[config.mk]
export PLATFORM = sky130hd
export DESIGN_NAME = phy_adc_accum
export DESIGN_NICKNAME = d
export VERILOG_FILES = /design/src/rtl/phy_meas_pkg.sv /design/src/rtl/phy_cr_master.sv /design/src/rtl/seq_udiv.sv /design/src/rtl/phy_adc_accum.sv
export SDC_FILE = /design/constraint.sdc
export NUM_CORES = 1
export LEC_CHECK = 0
export BUFFER_PORTS_ARGS = -buffer_cell sky130_fd_sc_hd__buf_2
export CAP_MARGIN = 30
export CORE_AREA = 10 10 139 173
export DETAILED_ROUTE_END_ITERATION = 7
export DIE_AREA = 0 0 149 183
export PLACE_DENSITY = 0.78
export SLEW_MARGIN = 5
export SYNTH_ARGS = -nofsm -noshare
export SYNTH_HDL_FRONTEND = slang
export SYNTH_HIERARCHICAL = 1
export SYNTH_SLANG_ARGS = --single-unit
[constraint.sdc]
create_clock -name clk -period 6.45 [get_ports clk]
set_input_delay 0 -clock clk [delete_from_list [all_inputs] [get_ports clk]]
set_output_delay 0 -clock clk [all_outputs]
set_load 0.02 [all_outputs]
[src/rtl/phy_meas_pkg.sv]
package phy_meas_pkg;
  typedef enum logic [1:0] {
    HS_CAP_ADDR = 2'd0,
    HS_CAP_DATA = 2'd1,
    HS_WRITE    = 2'd2,
    HS_READ     = 2'd3
  } hs_op_e;

  typedef enum logic [2:0] {
    M_IDLE, M_TADDR, M_TDATA, M_TWR, M_AADDR, M_SEEK, M_SUM, M_DIV
  } meas_st_e;
endpackage

[src/rtl/phy_cr_master.sv]
module phy_cr_master
  import phy_meas_pkg::*;
#(
  parameter int DW = 16
) (
  input  logic          clk,
  input  logic          rst,
  input  logic          req,
  input  hs_op_e        op,
  input  logic [DW-1:0] wdata,
  input  logic          ack,
  input  logic [DW-1:0] rdin,
  output logic [3:0]    strb,
  output logic [DW-1:0] bus,
  output logic [DW-1:0] rdata,
  output logic          done
);
  typedef enum logic [1:0] {H_IDLE, H_UP, H_DN} hs_st_e;
  hs_st_e st;

  always_ff @(posedge clk) begin
    if (rst) begin
      st    <= H_IDLE;
      strb  <= '0;
      bus   <= '0;
      rdata <= '0;
      done  <= 1'b0;
    end else begin
      done <= 1'b0;
      case (st)
        H_IDLE: if (req && !ack) begin
          strb <= 4'b0001 << op;
          if (op == HS_CAP_ADDR || op == HS_CAP_DATA) bus <= wdata;
          st <= H_UP;
        end
        H_UP: if (ack) begin
          if (strb[HS_READ]) rdata <= rdin;
          strb <= '0;
          st   <= H_DN;
        end
        default: if (!ack) begin
          done <= 1'b1;
          st   <= H_IDLE;
        end
      endcase
    end
  end
endmodule

[src/rtl/seq_udiv.sv]
module seq_udiv #(
  parameter int W  = 32,
  parameter int DW = 7
) (
  input  logic          clk,
  input  logic          rst,
  input  logic          start,
  input  logic [W-1:0]  num,
  input  logic [DW-1:0] den,
  output logic [W-1:0]  quo,
  output logic          done
);
  localparam int CW = $clog2(W + 1);

  logic [DW-1:0] rem;
  logic [W-1:0]  q;
  logic [CW-1:0] cnt;
  logic          busy;
  logic [DW:0]   shifted;

  assign shifted = {rem, q[W-1]};

  always_ff @(posedge clk) begin
    if (rst) begin
      rem <= '0; q <= '0; cnt <= '0; busy <= 1'b0; quo <= '0; done <= 1'b0;
    end else begin
      done <= 1'b0;
      if (start && !busy) begin
        rem  <= '0;
        q    <= num;
        cnt  <= '0;
        busy <= 1'b1;
      end else if (busy) begin
        if (shifted >= {1'b0, den}) begin
          rem <= DW'(shifted - {1'b0, den});
          q   <= {q[W-2:0], 1'b1};
        end else begin
          rem <= shifted[DW-1:0];
          q   <= {q[W-2:0], 1'b0};
        end
        cnt <= cnt + 1'b1;
        if (cnt == CW'(W - 1)) begin
          busy <= 1'b0;
          done <= 1'b1;
          quo  <= (shifted >= {1'b0, den}) ? {q[W-2:0], 1'b1} : {q[W-2:0], 1'b0};
        end
      end
    end
  end
endmodule

[src/rtl/phy_adc_accum.sv]
module phy_adc_accum
  import phy_meas_pkg::*;
#(
  parameter int          DW        = 16,
  parameter int          SAMPLE_W  = 10,
  parameter int          VALID_BIT = 10,
  parameter int          SAMPLES   = 80,
  parameter int          LIMIT     = 200,
  parameter int          SCALE     = 1000,
  parameter int          RES_W     = 32,
  parameter logic [15:0] TUNE_ADDR = 16'h0009,
  parameter logic [15:0] ADC_ADDR  = 16'h000A
) (
  input  logic             clk,
  input  logic             rst,
  input  logic             start,
  input  logic [DW-1:0]    tune_word,
  output logic [DW-1:0]    phy_wdata,
  output logic             phy_cap_addr,
  output logic             phy_cap_data,
  output logic             phy_write,
  output logic             phy_read,
  input  logic             phy_ack,
  input  logic [DW-1:0]    phy_rdata,
  output logic [RES_W-1:0] result,
  output logic             done,
  output logic             error
);
  localparam int SUM_W = $clog2(SAMPLES * ((1 << SAMPLE_W) - 1) + 1);
  localparam int ATT_W = $clog2(LIMIT + 2);
  localparam int N_W   = $clog2(SAMPLES + 1);
  localparam int DEN_W = $clog2(SAMPLES + 1);

  meas_st_e         st;
  logic             pend, hs_req, hs_done;
  hs_op_e           hs_op;
  logic [DW-1:0]    hs_wdata, hs_rdata, tune_q;
  logic [3:0]       strb;
  logic [ATT_W-1:0] att;
  logic [ATT_W-1:0] att_nxt;
  logic [N_W-1:0]   nsmp;
  logic [SUM_W-1:0] sum;
  logic             rd_valid, div_start, div_done;
  logic [RES_W-1:0] div_q;

  assign att_nxt  = att + 1'b1;
  assign rd_valid = hs_rdata[VALID_BIT];

  always_comb begin
    hs_op    = HS_READ;
    hs_wdata = '0;
    case (st)
      M_TADDR: begin hs_op = HS_CAP_ADDR; hs_wdata = DW'(TUNE_ADDR); end
      M_TDATA: begin hs_op = HS_CAP_DATA; hs_wdata = tune_q; end
      M_TWR:   hs_op = HS_WRITE;
      M_AADDR: begin hs_op = HS_CAP_ADDR; hs_wdata = DW'(ADC_ADDR); end
      default: hs_op = HS_READ;
    endcase
  end

  always_ff @(posedge clk) begin
    if (rst) begin
      st <= M_IDLE; pend <= 1'b0; hs_req <= 1'b0; tune_q <= '0;
      att <= '0; nsmp <= '0; sum <= '0; div_start <= 1'b0;
      result <= '0; done <= 1'b0; error <= 1'b0;
    end else begin
      hs_req    <= 1'b0;
      div_start <= 1'b0;
      done      <= 1'b0;
      error     <= 1'b0;
      if (st != M_IDLE && st != M_DIV && !pend) begin
        hs_req <= 1'b1;
        pend   <= 1'b1;
      end
      case (st)
        M_IDLE: if (start) begin
          tune_q <= tune_word;
          st     <= M_TADDR;
        end
        M_TADDR: if (hs_done) begin pend <= 1'b0; st <= M_TDATA; end
        M_TDATA: if (hs_done) begin pend <= 1'b0; st <= M_TWR; end
        M_TWR:   if (hs_done) begin pend <= 1'b0; st <= M_AADDR; end
        M_AADDR: if (hs_done) begin pend <= 1'b0; att <= '0; st <= M_SEEK; end
        M_SEEK: if (hs_done) begin
          pend <= 1'b0;
          if (rd_valid) begin
            att <= '0; nsmp <= '0; sum <= '0; st <= M_SUM;
          end else if (att_nxt > ATT_W'(LIMIT)) begin
            error <= 1'b1; st <= M_IDLE;
          end else begin
            att <= att_nxt;
          end
        end
        M_SUM: if (hs_done) begin
          pend <= 1'b0;
          att  <= att_nxt;
          if (rd_valid) begin
            sum  <= sum + SUM_W'(hs_rdata[SAMPLE_W-1:0]);
            nsmp <= nsmp + 1'b1;
          end
          if (att_nxt > ATT_W'(LIMIT)) begin
            error <= 1'b1; st <= M_IDLE;
          end else if (rd_valid && nsmp == N_W'(SAMPLES - 1)) begin
            div_start <= 1'b1; st <= M_DIV;
          end
        end
        default: if (div_done) begin
          result <= div_q;
          done   <= 1'b1;
          st     <= M_IDLE;
        end
      endcase
    end
  end

  phy_cr_master #(.DW(DW)) u_hs (
    .clk(clk), .rst(rst), .req(hs_req), .op(hs_op), .wdata(hs_wdata),
    .ack(phy_ack), .rdin(phy_rdata), .strb(strb), .bus(phy_wdata),
    .rdata(hs_rdata), .done(hs_done)
  );

  seq_udiv #(.W(RES_W), .DW(DEN_W)) u_div (
    .clk(clk), .rst(rst), .start(div_start),
    .num(RES_W'(sum) * RES_W'(SCALE)), .den(DEN_W'(SAMPLES)),
    .quo(div_q), .done(div_done)
  );

  assign phy_cap_addr = strb[HS_CAP_ADDR];
  assign phy_cap_data = strb[HS_CAP_DATA];
  assign phy_write    = strb[HS_WRITE];
  assign phy_read     = strb[HS_READ];
endmodule

### Word level (Yosys, flattened, before mapping)

Index checks and enable logic that the tools add are counted.

* logic and storage cells: 157
* output and inout bits: 54
* bits in registers: 201
* input port bits: 36

* $add $sub $neg: 5
* multipliers: 1
* shifts and indexed selects: 1
* bitwise logic cells: 5
* order comparisons: 2
* reduce and logical (&&, ||, !) cells: 36
* mux-type cells: 58
* eq/ne operators: 26

Operators with widths (number)
* two-way mux 17 bit: 4
* two-way mux 27 bit: 2
* one-hot mux 16 bit (3 select lines): 1
* two-way mux 8 bit: 5
* two-way mux 3 bit: 12
* two-way mux 7 bit: 5
* one-hot mux 17 bit (2 select lines): 1
* multiplier 17 x 7 -> 24 bit (second input constant): 1
* one-hot mux 8 bit (3 select lines): 1
* one-hot mux 3 bit (7 select lines): 1
* inequality test 2 x 1 -> 1 bit (second input constant): 9
* adder 17 x 10 -> 17 bit: 1
* two-way mux 1 bit: 16
* AND reduction 3 bit: 5
* one-hot mux 7 bit (2 select lines): 1
* AND reduction 10 bit: 1
* AND reduction 5 bit: 2
* equality test 3 bit (second input constant): 3
* adder 8 x 1 -> 8 bit (second input constant): 1
* >= comparator 8 x 7 -> 1 bit (second input constant): 1
* > comparator 8 bit (second input constant): 1
* two-way mux 4 bit: 2
* one-hot mux 4 bit (2 select lines): 1
* nonzero test 8 bit: 1
* other kinds (32): 56

### Longest topological paths before layout

* depth in word-level cells: 6
* gate-level depth with buffers: 19

### By module

The synthesis kept the hierarchy.

By module, submodules not included
* phy_adc_accum: area each 6969.2 um2, cells an instance 817, sequential area each 1761.7 um2, instances 1
* seq_udiv: area each 3552.2 um2, cells an instance 435, sequential area each 1581.5 um2, instances 1
* phy_cr_master: area each 1655.3 um2, cells an instance 175, sequential area each 780.7 um2, instances 1

### Least setup slack after synthesis

No wires, ideal clock.

* path type: register to register
* start point: register sum[4]
* end point: register u_div.q[24]
* arrival: 4.889 ns
* required time: 6.322 ns
* clock period less this slack: 5.016 ns
* buffers on the path: 0
* stages on the path, launching flop included: 19
* path slack: 1.434 ns
* cells stage by stage: dfxtp_1 > inv_1 > fa_1 > fa_1 > fa_1 > fa_1 > inv_1 > ha_1 > a2111o_1 > o21ai_1 > o21ai_0 > o221a_2 > a41o_1 > o41a_1 > xor2_1 > mux2i_1 > nor2_1 > a21oi_1 > nor2_1

* cells in the longest elaborated chain, start to end: 2

RTL lines
* from (decl): RTL line phy_adc_accum.sv:42 `logic [SUM_W-1:0] sum;`
* from (signal assigned): RTL line phy_adc_accum.sv:98 `sum <= sum + SUM_W'(hs_rdata[SAMPLE_W-1:0]);`
* multiplier 17 x 7 -> 24 bit: RTL line phy_adc_accum.sv:124 `.num(RES_W'(sum) * RES_W'(SCALE)), .den(DEN_W'(SAMPLES)),`
* two-way mux 27 bit: RTL line seq_udiv.sv:28 `if (start && !busy) begin`
* to (signal assigned): RTL line seq_udiv.sv:30 `q <= num;`
* to (signal assigned): RTL line seq_udiv.sv:36 `q <= {q[W-2:0], 1'b1};`
* to (signal assigned): RTL line seq_udiv.sv:39 `q <= {q[W-2:0], 1'b0};`
* to (decl): RTL line seq_udiv.sv:16 `logic [W-1:0] q;`

Every way passes these cells.
A chain may end at the register's enable or synchronous reset.

### Worst setup path after layout

* start point: register sum[2]
* end point: register u_div.q[24]

Same word-level chain as after synthesis.

==> qor.csv <==
stage;metric;value;unit
synth;Yosys warnings;6;
drt;first-pass iteration count of the detailed router;5;
global_route;vias in the first global route;9550;
sta;final hold violations;0;
cells_and_area;P&R area growth vs syn;13.35;%
sta;Max-slew headroom;49.58;%
die;Starting Density;58.12;%
setup_path;Critical Path Sink Type;flip-flop;
clock_network;total clock sinks;201;
sta;worst clock skew;0.01621;ns
synth;synthesized area per cell;8.539;um^2
die;die width;149;um
setup_path;reg-to-reg endpoint;u_div/q[24]$_SDFFE_PP0P_;
synth;Syn Inst Count;1407;
clock_network;clk_lat worst skew;0.50;ns
clock_network;CTS Root Cell;clkbuf_16;
pwr;pwr/cell area;210.7;mW/mm^2
setup_path;Critical Path Start Type;flip-flop;
flow_run;Max Cap Violations;0;
drt;DRT antenna net count;0;
sta;period utilisation layout;86.42;%
setup_path;Register-to-Register Setup Slack;0.88;ns
global_route;initial antenna violation count;0;
cells_and_area;share of cells above drive strength 1;10.13;%
clock_network;Inserted Clock Buffers;21;
die;FP Rows;59;
pwr;Max VDD drop;266.1;uV
die;die height;183;um
global_route;grt ovf;0;
sta;RSZ-0062 raised after global routing;no;
die;die footprint;0.02727;mm^2
drt;DRC Markers;0;
placed_design;Buffers on Ports;84;
setup_path;cell family with most CP delay;adder cells;
setup_path;crit path kind;flip-flop to flip-flop;
global_route;first-pass GRT wire length;44440;um
global_route;total track usage;18.91;%
setup_path;Max stage delay on crit path;0.59;ns
sta;Slew Viols, Final;0;
setup_path;Crit Path Max Fanout;7;
setup_path;reg2reg start;sum[2]$_SDFFE_PP0P_;
cells_and_area;ant diodes;0;
hold_path;hold crit path type;input pin to flip-flop;
die;io pins;90;
drt;DRT iter0 DRCs;521;
sta;post-layout min period;5.574;ns
clock_network;htree depth;1;
global_route;pin count of the biggest net entering global routing;82;
sta;Slew @ Worst Pin;0.7563;ns
die;core area;0.02067;mm^2
setup_path;crit-path cells;inv_1 -> fa_1 -> fa_1 -> fa_1 -> fa_1 -> inv_1 -> ha_1 -> a2111oi_0 -> a21oi_1 -> o21ai_1 -> o21ai_0 -> o221a_2 -> a41o_1 -> o41a_1 -> xor2_1 -> mux2i_1 -> nor2_1 -> a21oi_1 -> nor2_1;
clock_network;CTS tree;done;
drt;vias per cell;5.452;
setup_path;worst path buffer plus inverter count;2;
setup_path;Critical Path Most Common Cell;fa_1;
setup_path;Critical Path Slowest Stage Cell;fa_1;
sta;Setup TNS Final;0;ns
setup_path;stages on the worst setup path;19;
clock_network;post_cts resized;0;
drt;final wirelength;26170;um
cells_and_area;Layout fillers;1658;
drt;Vias;9727;
setup_path;worst setup path end;u_div/q[24]$_SDFFE_PP0P_;
sta;final setup vio count;0;
clock_network;cts hold-fix bufs;28;
status;status;finished, final reports clean;
clock_network;Bufs on Longest Clock Path;3;
sta;Fmax;179.4;MHz
clock_network;Clock transition at path regs;0.06;ns
pwr;leakage;0.005584;uW
setup_path;worst path required time;6.82;ns
placed_design;routability cong.;0.8447;
synth;Mapped Area;0.01201;mm^2
placed_design;DPL Wire Length;18840;um
setup_path;worst r2r path cells;19;
drt;DR WL/cell;14.67;um
cells_and_area;final core occ;65.88;%
setup_path;Crit. Startpoint;sum[2]$_SDFFE_PP0P_;
clock_network;Setup Buffers After CTS;0;
setup_path;WP data arrival;5.94;ns
cells_and_area;Final #Nets;1667;
==> report_power, final <==
| part | internal, uW | switching (uW) |
|---|---|---|
| clock | 783 | 504 |
| sequential | 1270 | 36.5 |
| combinational | 114 | 159 |
==> flip-flops by register name (all words and copies together) (netlist names), 2 cells and up <==
register,count
u_div/q,32
u_div/cnt,6
u_hs/st,2
nsmp,7
u_hs/rdata,11
u_hs/bus,16
u_div/rem,7
u_hs/strb,4
tune_q,16
st,3
att,8
result,32
u_div/quo,32
sum,17
==> cells in the final DEF, fill, tap and decap left out, types with 4 or more instances in the layout <==
| cell type | n |
|---|---|
| nand2_1 | 206 |
| dfxtp_1 | 199 |
| a21oi_1 | 165 |
| nor2_1 | 139 |
| inv_1 | 104 |
| buf_2 | 84 |
| ha_1 | 76 |
| mux2i_1 | 61 |
| fa_1 | 60 |
| nand2b_1 | 43 |
| xnor2_1 | 31 |
| dlygate4sd3_1 | 28 |
| o21ai_0 | 25 |
| clkbuf_16 | 21 |
| and2_1 | 20 |
| nand3_1 | 19 |
| conb_1 | 16 |
| xor2_1 | 15 |
| nor3_1 | 11 |
| a211oi_1 | 10 |
| a21o_1 | 10 |
| o21ai_1 | 9 |
| nand4_1 | 9 |
| buf_4 | 9 |
| nor3b_1 | 8 |
| or3_1 | 8 |
| and3_1 | 8 |
| o21a_1 | 7 |
| nor2b_1 | 6 |
| a22oi_1 | 6 |
| o21bai_1 | 5 |
| a32o_1 | 5 |
| clkbuf_8 | 5 |
| a31oi_1 | 4 |
==> routing by layer <==
metal / global-route usage, % / vias up / share of wire, %
li1: - / 4855 / -
met1: 21.81 / 4623 / 41
met2: 35.22 / 197 / 52
met3: 2.340 / 52 / 4.2
met4: 5.938 / 0 / 2.6
met5: 0 / - / 0
==> metrics by stage <==
step                power, uW  setup WS (ns)  hold slack, ns  instance area (um^2)  instances
floorplan                1542          1.434          0.1360                 12070       1421
global placement         1585          1.060          0.2429                 12530       1714
detailed placement       1593         0.9714          0.2472                 12600       1718
CTS                      2891         0.8908        0.005878                 13620       1784
global route             2972         0.5721         0.04601                 13620       1784
finish                   2869         0.8762         0.02561                 13620       1784
==> worst min path at each step <==
stage                                     to  slack, ns  cells past startpoint          start
CTS                 u_div/q[26]$_SDFFE_PP0P_      0.006                      2            rst
detailed placement    tune_q[4]$_SDFFE_PP0P_       0.25                      3   tune_word[4]
global route        u_div/q[24]$_SDFFE_PP0P_       0.05                      2            rst
floorplan            tune_q[10]$_SDFFE_PP0P_       0.14                      2  tune_word[10]
global placement     tune_q[10]$_SDFFE_PP0P_       0.24                      3  tune_word[10]
finish              u_div/q[26]$_SDFFE_PP0P_       0.03                      2            rst
==> area by class of cell <==
class | instances | area (um^2) | area share (%)
clock inverter | 9 | 136.4 | 1.001
tap | 274 | 342.8 | 2.517
sequential | 201 | 4026 | 29.57
timing repair buffer | 124 | 825.8 | 6.064
clock buffer | 29 | 605.6 | 4.447
inverter | 104 | 390.4 | 2.867
multi-input combinational | 1043 | 7291 | 53.54
Power figures use the tool's default switching activity.
